==> src/rtl/curkey_pkg.sv <==
// Shared constants and helpers for the cursor key capture block.
// Assumes ASCII encoding for injected control characters.
package curkey_pkg;
    localparam int NUM_KEYS  = 4;
    localparam int NUM_MODES = 12;
    localparam int CODE_W    = 8;

    typedef enum logic [1:0] {
        KEY_UP    = 2'd0,
        KEY_DOWN  = 2'd1,
        KEY_LEFT  = 2'd2,
        KEY_RIGHT = 2'd3
    } key_idx_e;

    localparam logic [CODE_W-1:0] CHR_CR    = 8'h0D;
    localparam logic [CODE_W-1:0] CHR_SPACE = 8'h20;
    localparam logic [CODE_W-1:0] CHR_LF    = 8'h0A;
    localparam logic [CODE_W-1:0] CHR_NONE  = 8'h00;

    // Map the two select lines to a control character.
    function automatic logic [CODE_W-1:0] pick_code(input logic s1, input logic s2);
        logic [CODE_W-1:0] c;
        unique case ({s2, s1})
            2'b01:   c = CHR_CR;
            2'b10:   c = CHR_SPACE;
            2'b11:   c = CHR_LF;
            default: c = CHR_NONE;
        endcase
        return c;
    endfunction
endpackage

==> src/rtl/curkey_sync.sv <==
// Two-stage synchroniser for a vector of asynchronous levels.
// Assumes each bit is a slow level; no multi-bit coherence is promised.
// RST_VAL sets the value both stages take in reset.
module curkey_sync #(
    parameter int          W       = 4,
    parameter logic [W-1:0] RST_VAL = '0
) (
    input  logic         clk,
    input  logic         rst_n,
    input  logic [W-1:0] d_async,
    output logic [W-1:0] q_sync
);
    logic [W-1:0] stage1;
    logic [W-1:0] stage2;

    // Shift the asynchronous levels through two flops.
    always_ff @(posedge clk) begin
        if (!rst_n) begin
            stage1 <= RST_VAL;
            stage2 <= RST_VAL;
        end else begin
            stage1 <= d_async;
            stage2 <= stage1;
        end
    end

    assign q_sync = stage2;
endmodule

==> src/rtl/curkey_latch_bank.sv <==
// Set/hold latches for the synchronised cursor keys.
// A bit sets during active scan, freezes while retrace processing runs,
// and on the edge that ends retrace keeps only bits whose key is still down.
// Assumes retrace_busy and in_scan are already in the clock domain.
module curkey_latch_bank #(
    parameter int N = 4
) (
    input  logic         clk,
    input  logic         rst_n,
    input  logic [N-1:0] key_sync,
    input  logic         in_scan,
    input  logic         retrace_busy,
    output logic [N-1:0] held
);
    logic retrace_q;
    logic end_edge;
    logic set_en;

    // Remember whether retrace processing ran on the previous edge.
    always_ff @(posedge clk) begin
        if (!rst_n) retrace_q <= 1'b0;
        else        retrace_q <= retrace_busy;
    end

    assign end_edge = retrace_q & ~retrace_busy;
    assign set_en   = in_scan & ~retrace_busy;

    for (genvar k = 0; k < N; k++) begin : g_key
        // One latch per key: freeze, clear-at-end, then set.
        always_ff @(posedge clk) begin
            if (!rst_n) begin
                held[k] <= 1'b0;
            end else if (retrace_busy) begin
                held[k] <= held[k];
            end else begin
                held[k] <= (end_edge ? (held[k] & key_sync[k]) : held[k])
                         | (set_en & key_sync[k]);
            end
        end
    end
endmodule

==> src/rtl/curkey_code_inject.sv <==
// Registered control-character injector driven by two select lines.
// Output enable is high whenever either select is high; the data is
// forced to zero when disabled so no stale byte is presented.
module curkey_code_inject
    import curkey_pkg::*;
(
    input  logic              clk,
    input  logic              rst_n,
    input  logic              sel_a1,
    input  logic              sel_a2,
    output logic [CODE_W-1:0] code_out,
    output logic              code_oe
);
    // Register the selected character and its enable.
    always_ff @(posedge clk) begin
        if (!rst_n) begin
            code_out <= CHR_NONE;
            code_oe  <= 1'b0;
        end else begin
            code_out <= pick_code(sel_a1, sel_a2);
            code_oe  <= sel_a1 | sel_a2;
        end
    end
endmodule

==> src/rtl/curkey_front.sv <==
// Top: cursor key capture, control character injector and mode switch
// sampling. Keys are active high; mode switches are active low with
// pull-ups, so reset puts the synchroniser in the released state.
module curkey_front
    import curkey_pkg::*;
#(
    parameter int NK = NUM_KEYS,
    parameter int NM = NUM_MODES
) (
    input  logic              clk,
    input  logic              rst_n,
    input  logic [NK-1:0]     key_raw,
    input  logic              in_scan,
    input  logic              retrace_busy,
    input  logic              sel_a1,
    input  logic              sel_a2,
    input  logic [NM-1:0]     mode_sw_n,
    output logic [NK-1:0]     key_held,
    output logic [CODE_W-1:0] code_out,
    output logic              code_oe,
    output logic [NM-1:0]     mode_lvl
);
    localparam logic [NM-1:0] MODE_IDLE = '1;

    logic [NK-1:0] key_sync;
    logic [NM-1:0] mode_sync_n;

    curkey_sync #(.W(NK), .RST_VAL('0)) u_key_sync (
        .clk(clk), .rst_n(rst_n), .d_async(key_raw), .q_sync(key_sync)
    );

    curkey_latch_bank #(.N(NK)) u_latches (
        .clk(clk), .rst_n(rst_n), .key_sync(key_sync),
        .in_scan(in_scan), .retrace_busy(retrace_busy), .held(key_held)
    );

    curkey_code_inject u_inject (
        .clk(clk), .rst_n(rst_n), .sel_a1(sel_a1), .sel_a2(sel_a2),
        .code_out(code_out), .code_oe(code_oe)
    );

    curkey_sync #(.W(NM), .RST_VAL(MODE_IDLE)) u_mode_sync (
        .clk(clk), .rst_n(rst_n), .d_async(mode_sw_n), .q_sync(mode_sync_n)
    );

    // Present mode switches as active-high levels.
    assign mode_lvl = ~mode_sync_n;
endmodule

==> config.mk <==
export PLATFORM = sky130hd
export DESIGN_NAME = curkey_front
export DESIGN_NICKNAME = d
export VERILOG_FILES = /design/src/rtl/curkey_pkg.sv /design/src/rtl/curkey_sync.sv /design/src/rtl/curkey_latch_bank.sv /design/src/rtl/curkey_code_inject.sv /design/src/rtl/curkey_front.sv
export SDC_FILE = /design/constraint.sdc
export NUM_CORES = 1
export LEC_CHECK = 0
export BUFFER_PORTS_ARGS = -buffer_cell sky130_fd_sc_hd__buf_2
export CAP_MARGIN = 10
export CORE_ASPECT_RATIO = 1.75
export CORE_MARGIN = 1.5
export CORE_UTILIZATION = 47
export CTS_CLUSTER_SIZE = 25
export DETAILED_ROUTE_END_ITERATION = 12
export GPL_TIMING_DRIVEN = 0
export MAX_ROUTING_LAYER = met4
export PLACE_DENSITY = 0.73
export SLEW_MARGIN = 10
export SYNTH_ARGS = -nofsm -noshare
export SYNTH_HDL_FRONTEND = slang
export SYNTH_SLANG_ARGS = --single-unit
==> constraint.sdc <==
create_clock -name clk -period 0.9 [get_ports clk]
set_input_delay 0.18 -clock clk [delete_from_list [all_inputs] [get_ports clk]]
set_output_delay 0.18 -clock clk [all_outputs]
set_load 0.01 [all_outputs]
## Word-level counts from Yosys, hierarchy flattened

Cells that the tools add are included.

| storage, ports and cells | value |
|---|---|
| flip-flop bits (word level) | 46 |
| input port bits | 22 |
| output and inout bits | 25 |

| operators by class | value |
|---|---|
| eq/ne operators | 3 |
| mux-type cells | 5 |
| bitwise gates (word level) | 17 |

Operators with widths:

| operator | count |
|---|---|
| $pmux W6 S3 | 1 |
| $not A12 Y12 | 1 |
| $and A1 B1 Y1 | 10 |
| $or A1 B1 Y1 | 5 |
| $eq A2 B2 Y1 const B | 2 |
| $mux W1 | 4 |
| $eq A2 B1 Y1 const B | 1 |
| $not A1 Y1 | 1 |

## Logic depth before layout (Yosys ltp)

Gate-level depths: netlist of the first run.

| logic depth | value |
|---|---|
| depth in word-level cells | 4 |
| depth in mapped cells | 3 |
| gate-level depth less buffers | 3 |

## Hierarchy

Synthesis of the first run repeated with hierarchy kept, for this count alone.

| second synthesis, totals | value |
|---|---|
| cells, all modules | 114 |
| area total of the unflattened synthesis | 1265.0 µm² |

Modules (own cells, without submodules):

| module | instances | cells each | area each (µm²) | sequential area each (µm²) |
|---|---|---|---|---|
| curkey_sync (u_mode_sync) | 1 | 50 | 644.4 | 480.5 |
| curkey_sync (u_key_sync) | 1 | 16 | 210.2 | 160.2 |
| curkey_latch_bank | 1 | 21 | 191.4 | 100.1 |
| curkey_code_inject | 1 | 15 | 173.9 | 100.1 |
| curkey_front | 1 | 12 | 45.0 | 0.0 |

## Worst setup path after synthesis of the first run

OpenSTA, ideal clock, no wires.

| path | value |
|---|---|
| path type | flip-flop to flip-flop |
| start | reg u_latches.retrace_q |
| end | reg u_latches.held[1] |
| arrival | 611 ps |
| data required time | 774 ps |
| path slack | 163 ps |
| stages on the path, launching flop included | 3 |
| path buffers | 0 |
| clock period less this slack | 737 ps |
| path through | dfxtp_1 nor2b_1 o21ai_1 |

| on the way | value |
|---|---|
| longest elaborated chain between the ends | 3 |

RTL lines:

| what | RTL line | source |
|---|---|---|
| from (decl) | curkey_latch_bank.sv:15 | `logic retrace_q;` |
| from (signal assigned) | curkey_latch_bank.sv:22 | `else retrace_q <= retrace_busy;` |
| $and A1 B1 Y1 | curkey_latch_bank.sv:25 | `assign end_edge = retrace_q & ~retrace_busy;` |
| $mux W1 | curkey_latch_bank.sv:36 | `held[k] <= (end_edge ? (held[k] & key_sync[k]) : held[k])` |
| $or A1 B1 Y1 | curkey_latch_bank.sv:37 | `\| (set_en & key_sync[k]);` |
| to (signal, indexed assignment) | curkey_latch_bank.sv:34 | `held[k] <= held[k];` |
| to (signal, indexed assignment) | curkey_latch_bank.sv:36 |  |
| to (decl) | curkey_latch_bank.sv:13 | `output logic [N-1:0] held` |

Every way passes these cells.
A chain may end at the register's enable or synchronous reset.

## Worst setup path after layout of the first run

| path | value |
|---|---|
| start | reg u_inject.code_out[2] |
| end | out code_out[2] |

RTL lines:

| what | RTL line | source |
|---|---|---|
| from (decl) | curkey_code_inject.sv:11 | `output logic [CODE_W-1:0] code_out,` |
| from (signal assigned) | curkey_code_inject.sv:20 | `code_out <= pick_code(sel_a1, sel_a2);` |
| to (decl) | curkey_front.sv:19 | `output logic [CODE_W-1:0] code_out,` |

No word-level cell between the ends.

==> out/results.ini, run 1 <==
[run_status]
outcome = complete, but fails checks
violations = setup timing

[sta]
period_share_pct = 112
whs_ps = 59.7
period_minus_slack_ps = 1010
setup_violations = 22
fin_ws_ps = -111
drv_slew = 0
fin_skew_ps = 5.19
clock.fmax_mhz = 989
rsz0062_at_grt = yes
hold_viol_final = 0

[critical_path]
arrival_ps = 830
start_kind = flip-flop
max_stage_delay_ps = 330
cp_common_cell = buf_6
worstPathMaxFanout = 2
cp_cell_sequence = buf_6 -> buf_6
cp_num_buf_inv = 2
cp_top_family = flip-flops
crit_required_ps = 720
worstSetupPathType = flip-flop to output port
crit_path_end_kind = output port
cp_slowest_cell = dfxtp_2
reg2reg_setup_slack_ps = 70

[power_and_ir_drop]
ir_drop_uv = 1630
power_mw = 4.02
p_per_area_mw_per_mm2 = 2230
power.leakage_nw = 0.925

[global_routing]
first_global_vias = 837
grt_pass1_wl_mm = 3.42
grt_usage_pct = 15.9
grt_overflow = 0
antenna_found_initial = 0
grt_start_max_net_pins = 14

[worst_hold_path]
hp-class = input pin to flip-flop

[layout]
diodes = 0
n_fill_cell = 196
mostFrequentLayoutCell = buf_2
final_util_pct = 70.4
mostFrequentLayoutCells = 34 x buf_2, 28 x dfxtp_1, 20 x nand2b_1
layout-drive-gt1-share_pct = 51.5
final_nets = 192
area_growth_pct = 39.9

[run]
maxCapViolations = 0

[drt]
drt-total-wl_mm = 2.05
wl_met1_um = 744
drt_iter0_markers = 2
drt_pass1_iterations = 4
ant_nets = 0
vias = 871
drc = 0
met2_length_mm = 1.11
via_per_inst = 4.42
wl_per_cell_um = 10.4
route.met3.wl_um = 129
highest_layer = met4

[floorplan]
initial_utilization_pct = 50.3
fp.dieW_um = 42.5
rows = 24
io_pins = 47
die_h_um = 72.2
design.core.area_mm2 = 0.00255
die-area_mm2 = 0.00307

[synthesis]
syn_avg_cell_area_um2 = 11.2
synth_area_leaders = dfxtp_1 65%, nand2b_1 9.7%, and2_2 4.7%, inv_1 3.5%, buf_4 2.3%
ys_seq_elements = 42
synth_cell_types = 20
postSynthCellCount = 115
synth_top_cell_by_area = dfxtp_1
synth_top_area_share_pct = 65.4
synth_area_mm2 = 0.00128
ys_warn_count = 0
synth_seq_area_share_pct = 65.4

[clock_network]
cts_buffer_depth = 2
cts_sinks = 42
htreeDepth = 2
hold_buffers = 0
clk_pin_slew_worst_paths_ps = 80
cts_buffers = 5
cts_tree = built
insertion_delay_ps = 290
clockRootBuffer = clkbuf_8

[placement]
hpwl_mm = 1.48
place_congestion = 0.704
io_buffers = 43

[path summary, 6_finish.rpt]
kind,start,cells after the start,to
worst max register to register,u_latches.held[2]$_SDFFE_PN0N_,3,u_latches.held[2]$_SDFFE_PN0N_
worst max-delay path,u_inject.code_out[2]$_SDFF_PN0_,2,code_out[2]
worst min-delay path,mode_sw_n[3],2,u_mode_sync.stage1[3]$_SDFF_PN1_
worst min register to register,u_mode_sync.stage1[8]$_SDFF_PN1_,1,u_mode_sync.q_sync[8]$_SDFF_PN1_
[final cells by class]
type                    instances  area (um^2)  share of cell area [%]
flip-flops and latches         42          858                    47.7
multi-input cells              55          353                    19.6
repair buffers                 46          307                    17.0
clock buffers                   6         82.6                    4.59
clock inverters                 2         60.1                    3.34
plain buffers                   8         60.1                    3.34
inverters                      12         45.0                    2.51
well taps                      26         32.5                    1.81
[sequential cells by signal, summed over array words and instances (netlist names)]
| name | flops |
|---|---|
| u_inject.code_oe | 1 |
| u_inject.code_out | 4 |
| u_key_sync.q_sync | 4 |
| u_key_sync.stage1 | 4 |
| u_latches.held | 4 |
| u_latches.retrace_q | 1 |
| u_mode_sync.q_sync | 12 |
| u_mode_sync.stage1 | 12 |
[per-stage QoR]
step / instances / TNS [ps] / area (um^2) / worst slack (ps)
floorplan: 117 / 0 / 1290 / 163
global placement: 186 / 0 / 1540 / 60.8
CTS: 197 / -903 / 1750 / -121
detailed placement: 186 / 0 / 1540 / 34.0
global route: 197 / -1410 / 1800 / -144
finish: 197 / -611 / 1800 / -111
[cell usage after synthesis (all sizes together)]
master / instances
and2: 10
and2b: 1
and3: 1
inv: 12
and3b: 1
nand2: 4
dfxtp: 42
conb: 1
o21ai: 4
o21a: 1
or2b: 4
o211ai: 4
clkbuf: 1
nand2b: 20
buf: 7
nor2b: 2
[routing by layer]
layer,GRT usage (%),up-vias
met1,15.2,389
met4,10.4,0
met2,25.6,30
li1,-,446
met3,6.72,6
met5,-,-
[what timing repair did]
item / in CTS / in global routing
gates resized for setup: 11 / 18
pin swaps: 0 / 0
buffers inserted: 3 / 0
setup endpoints to repair: 22 / 25
[cells by family after synthesis]
logic type | share of synthesized area (%)
buffers and inverters | 7.89
DFF | 65.4
other | 0.292
AOI/OAI and AO/OA | 4.77
and+or+nand+nor | 21.6
[power breakdown]
part	internal, mW	switching (mW)	total (mW)
Clock	1.18	0.603	1.78
Combinational	0.153	0.111	0.264
Sequential	1.95	0.0228	1.97
Total	3.28	0.737	4.02
(Power assumes the default switching activity.)
==> run 2: changes to the inputs <==
- TNS_END_PERCENT: unset -> 1
==> run 2 against run 1 <==
  * The flow still finishes with violations (setup timing)
  * Clock skew is 0.75 ps higher
  * Utilization shrank 1.4 points
  * Global-route usage fell by 0.26 points
  * Register-to-register slack better by 80 ps
==> out/results.ini, run 2 (same netlist as run 1, synthesis figures left out) <==
[sta]
fin_skew_ps = 5.95
setup_violations = 20
drv_slew = 0
period_minus_slack_ps = 1010
period_share_pct = 113
fin_ws_ps = -113
hold_viol_final = 0
clock.fmax_mhz = 988
rsz0062_at_grt = yes

[run]
maxCapViolations = 0

[clock_network]
clk_pin_slew_worst_paths_ps = 80
insertion_delay_ps = 290
clockRootBuffer = clkbuf_8
hold_buffers = 0
cts_tree = built
htreeDepth = 2
cts_buffers = 5
cts_sinks = 42
cts_buffer_depth = 2

[layout]
n_fill_cell = 201
mostFrequentLayoutCells = 36 x buf_2, 29 x dfxtp_1, 20 x nand2b_1
area_growth_pct = 37.1
diodes = 0
seq_area_um2 = 857
multiInputGateArea_um2 = 353
layoutNonFillerInstCount = 194
layout-drive-gt1-share_pct = 49.4
final_util_pct = 69.0
final_nets = 189
mostFrequentLayoutCell = buf_2

[critical_path]
crit_path_end_kind = output port
worstSetupPathType = flip-flop to output port
r2r-start = u_latches.retrace_q$_SDFF_PN0_
crit_required_ps = 720
r2r_cells = 2
arrival_ps = 830
reg2reg_to = u_latches.held[2]$_SDFFE_PN0N_
worstPathMaxFanout = 2
reg2reg_setup_slack_ps = 150
start_kind = flip-flop

[power_and_ir_drop]
p_per_area_mw_per_mm2 = 2270
ir_drop_uv = 1620
power.switching_mw = 0.733
netSwitchingFraction_pct = 18.3
combPwrFrac_pct = 6.3
power.leakage_nw = 0.908
seq_power_share_pct = 49.1
p_int_mw = 3.27
p_clk_share_pct = 44.5

[placement]
pre_cts_ws_ps = 34.0
dp.cells = 186
io_buffers = 43
place_congestion = 0.704
hpwl_mm = 1.48

[drt]
drt_pass1_iterations = 4
vias = 865
wl_per_cell_um = 10.2
drt_iter0_markers = 4
via_per_inst = 4.46
drc = 0
ant_nets = 0
drt-total-wl_mm = 1.98

[global_routing]
first_global_vias = 816
grt_pass1_wl_mm = 3.35
grt_overflow = 0
antenna_found_initial = 0
grt_start_max_net_pins = 14
grt_usage_pct = 15.6
grt_util_met2_pct = 24.6
grt_most_used_layer = met2
grt_use_met3_pct = 6.72
grt.met1_usage_pct = 15.3

[worst_hold_path]
worstHoldStart = mode_sw_n[3]
min_delay_worst_endpoint = u_mode_sync.stage1[3]$_SDFF_PN1_
hold_depth = 2
hp-class = input pin to flip-flop

[run_status]
outcome = complete, but fails checks
violations = setup timing

[floorplan]
die_h_um = 72.2
initial_utilization_pct = 50.3
io_pins = 47
rows = 24
fp.dieW_um = 42.5
design.core.area_mm2 = 0.00255
die-area_mm2 = 0.00307

## run 2: cell count changes in the layout (fill, tap and decap cells not counted), sizes merged
cell / delta
buf: -3
## run 2: timing repair
action,CTS,global route
endpoints found under the setup margin,22,25
resized for setup,11,14
setup buffers,0,0
hold endpoints to repair,0,0
## run 2: worst max-delay path, stage by stage (launching register included)
cell and delay, ps:
dfxtp_2 330, buf_6 100, buf_6 110
## run 2: area by class of cell
cell class	count	share of cell area [%]
Clock buffer	6	4.69
Multi-Input combinational cell	55	20.0
Inverter	12	2.56
Buffer	8	3.41
Tap cell	26	1.85
Timing Repair Buffer	43	15.4
Clock inverter	2	3.41
Sequential cell	42	48.7
## run 2: power groups by stage
stage	clock network [mW]	logic, mW	registers (mW)
2_1_floorplan	0	0.128	2.01
3_3_place_gp	0	0.232	2.00
4_1_cts	1.82	0.248	1.96
3_5_place_dp	0	0.239	2.00
6_report	1.78	0.254	1.97
5_1_grt	1.91	0.282	1.97
## run 2: worst max path at each step
stage	start	end	slack, ps	cells past startpoint
after detailed placement	retrace_busy	u_latches.held[0]$_SDFFE_PN0N_	30	4
after global routing	u_inject.code_out[2]$_SDFF_PN0_	code_out[2]	-140	2
after global placement	u_latches.retrace_q$_SDFF_PN0_	u_latches.held[1]$_SDFFE_PN0N_	60	2
final	u_inject.code_out[2]$_SDFF_PN0_	code_out[2]	-110	2
after floorplan	u_latches.retrace_q$_SDFF_PN0_	u_latches.held[1]$_SDFFE_PN0N_	160	2
after CTS	u_inject.code_out[2]$_SDFF_PN0_	code_out[2]	-120	2
## run 2: per-stage QoR
step	cell area [um^2]	power [mW]	hold slack, ps	TNS [ps]
detailed placement	1540	2.24	360	0
global route	1760	4.17	57.4	-1480
finish	1760	4.01	60.3	-647
CTS	1720	4.03	52.2	-940
floorplan	1290	2.14	276	0
global placement	1540	2.23	362	0
## run 2: per-layer routing
metal,part of all wire [%],wire length (um),vias to the layer above
met5,0,0,-
met3,6.4,126,6
met4,3.3,65,0
li1,-,-,444
met2,52,1030,30
met1,38,752,385
==> run 3: changes to the inputs <==
- ABC_AREA: unset -> 1
- GPL_TIMING_DRIVEN: 0 -> unset
- PLACE_DENSITY: 0.73 -> 0.72
==> run 3 against run 2 <==
  * The flow still finishes with violations (setup timing)
  * Critical endpoint is now mode_lvl[3]
  * Sequential power about the same
  * Largest cell class unchanged
  * Cell count is 7.2% higher
  * Worst setup slack improved by 68 ps
  * Worst hold slack worse by 21 ps
  * Critical path depth unchanged
  * Largest power group unchanged
  * Die area increased by 0.28%
  * Synthesized area increased by 0.29%
  * Synthesized cell count increased by 17%
  * Critical path type unchanged
  * Count of clock-buffer cells in the layout unchanged
  * Non-clock buffer count is 7 lower
  * First-iteration DRC count grew to 3.8 times the previous value
==> out/results.ini, run 3 <==
[sta]
hold_viol_final = 0
period_share_pct = 105
whs_ps = 39.7
fin_skew_ps = 5.54
drv_slew = 0
period_minus_slack_ps = 944
rsz0062_at_grt = yes
clock.fmax_mhz = 1060
fin_ws_ps = -44.3
setup_violations = 18
fin_tns_setup_ps = -611

[synthesis]
synth_top_area_share_pct = 65.2
synth_area_mm2 = 0.00129
synth_area_leaders = dfxtp_1 65%, or2_1 8.7%, inv_1 8.2%, nand2_1 5.8%, or2_2 2.9%
synth.most_common_cell = dfxtp_1
synth_cell_types = 14
synth_edf_count = 0
ys_warn_count = 0
synth-async-reset-ratio_pct = 0
ys.flop_type = dfxtp_1
synth_top_cell_by_area = dfxtp_1
syn_avg_cell_area_um2 = 9.55
ys_seq_elements = 42
postSynthCellCount = 135
synth_seq_area_share_pct = 65.2
synth_common_cells = 42 x dfxtp_1, 28 x inv_1, 20 x nand2_1, 18 x or2_1

[run]
maxCapViolations = 0

[floorplan]
rows = 25
die-area_mm2 = 0.00308
design.core.area_mm2 = 0.00266
fp.dieW_um = 42.6
io_pins = 47
die_h_um = 72.3
initial_utilization_pct = 48.5

[drt]
wl_per_cell_um = 9.32
drt_iter0_markers = 15
met2_length_mm = 1.06
drt_pass1_iterations = 2
ant_nets = 0
wl_met1_um = 669
highest_layer = met4
route.met3.wl_um = 150
vias = 893
via_per_inst = 4.29
drc = 0
drt-total-wl_mm = 1.94

[critical_path]
r2r-start = u_latches.retrace_q$_SDFF_PN0_
worstPathMaxFanout = 1
cp_top_family = flip-flops
cp_slowest_cell = dfxtp_1
crit_required_ps = 720
cp_cell_sequence = inv_1 -> buf_2
reg2reg_to = u_latches.held[1]$_SDFFE_PN0N_
start_kind = flip-flop
arrival_ps = 760
r2r_cells = 3
cp_num_buf_inv = 2
worstSetupPathType = flip-flop to output port
crit_path_end_kind = output port
reg2reg_setup_slack_ps = 180
max_stage_delay_ps = 320

[power_and_ir_drop]
p_clk_share_pct = 40.3
power_mw = 3.65
netSwitchingFraction_pct = 19.6
ir_drop_uv = 1130
seq_power_share_pct = 53.8
combPwrFrac_pct = 5.9
p_per_area_mw_per_mm2 = 2210
power.switching_mw = 0.714
power.leakage_nw = 0.931
p_int_mw = 2.94

[layout]
diodes = 0
final_area_mm2 = 0.00165
area_growth_pct = 28.2
mostFrequentLayoutCells = 38 x buf_2, 32 x dfxtp_1, 27 x inv_1
final_util_pct = 62.1
final_nets = 203
layout-drive-gt1-share_pct = 38.1
mostFrequentLayoutCell = buf_2

[clock_network]
hold_buffers = 0
cts_buffers = 5
clockRootBuffer = clkbuf_8
clk_pin_slew_worst_paths_ps = 70
htreeDepth = 2
cts_buffer_depth = 2
cts_sinks = 42
insertion_delay_ps = 290
cts_tree = built

[global_routing]
grt_usage_pct = 14.7
grt_start_max_net_pins = 27
first_global_vias = 842
antenna_found_initial = 0
grt_pass1_wl_mm = 3.15
grt_overflow = 0

[worst_hold_path]
hp-class = input pin to flip-flop
hold_depth = 2
worstHoldStart = sel_a2
min_delay_worst_endpoint = u_inject.code_out[2]$_SDFF_PN0_

[placement]
place_congestion = 0.657
placed_cell_area_mm2 = 0.00150
hpwl_mm = 1.49
io_buffers = 43

[run_status]
outcome = complete, but fails checks
violations = setup timing

-- run 3: per-layer routing --
layer / up-vias / track usage (%)
met5: - / -
li1: 463 / -
met4: 0 / 10.8
met2: 31 / 25.5
met3: 6 / 6.97
met1: 393 / 11.5
-- run 3: through the flow --
step	std cells	worst slack (ps)
global route	208	-73.0
global placement	201	80.4
finish	208	-44.3
detailed placement	201	48.6
floorplan	137	235
CTS	208	-60.1
-- run 3: worst reg2reg max path, cell delays in order (launching register included) --
cell     delay (ps)
dfxtp_1         310
nand2_1         100
a21oi_1         150
nor2_1           50
-- run 3: cell type report --
cell class              instances  area, um^2
flip-flops and latches         42         853
clock inverters                 1        30.0
inverters                      29         109
clock buffers                   6        82.6
repair buffers                 44         254
fillers                       246        1010
multi-input cells              59         289
well taps                      27        33.8
-- run 3: timing repair --
action	CTS	global route
setup buffers	0	0
setup endpoints to repair	22	22
gates resized for setup	11	5
-- run 3: kinds of logic after synthesis --
logic type | share of synthesized area [%]
AOI/OAI and AO/OA | 1.94
DFF | 65.2
and+or+nand+nor | 19.6
buffers and inverters | 12.9
other | 0.291
-- run 3: worst max-delay path by stage --
| stage | start | cells past startpoint | to |
|---|---|---|---|
| floorplan | u_inject.code_out[2]$_SDFF_PN0_ | 1 | code_out[2] |
| global placement | rst_n | 3 | u_mode_sync.stage1[4]$_SDFF_PN1_ |
| detailed placement | rst_n | 3 | u_mode_sync.stage1[3]$_SDFF_PN1_ |
| CTS | u_mode_sync.q_sync[4]$_SDFF_PN1_ | 2 | mode_lvl[4] |
| global route | u_mode_sync.q_sync[4]$_SDFF_PN1_ | 2 | mode_lvl[4] |
| finish | u_mode_sync.q_sync[3]$_SDFF_PN1_ | 2 | mode_lvl[3] |
-- run 3: power groups by stage --
| stage | registers [mW] | clock network [mW] | logic, mW |
|---|---|---|---|
| after detailed placement | 2.00 | 0 | 0.216 |
| final | 1.96 | 1.47 | 0.216 |
| after floorplan | 2.01 | 0 | 0.129 |
| after global placement | 2.00 | 0 | 0.206 |
| after global routing | 1.97 | 1.57 | 0.245 |
| after CTS | 1.96 | 1.50 | 0.219 |
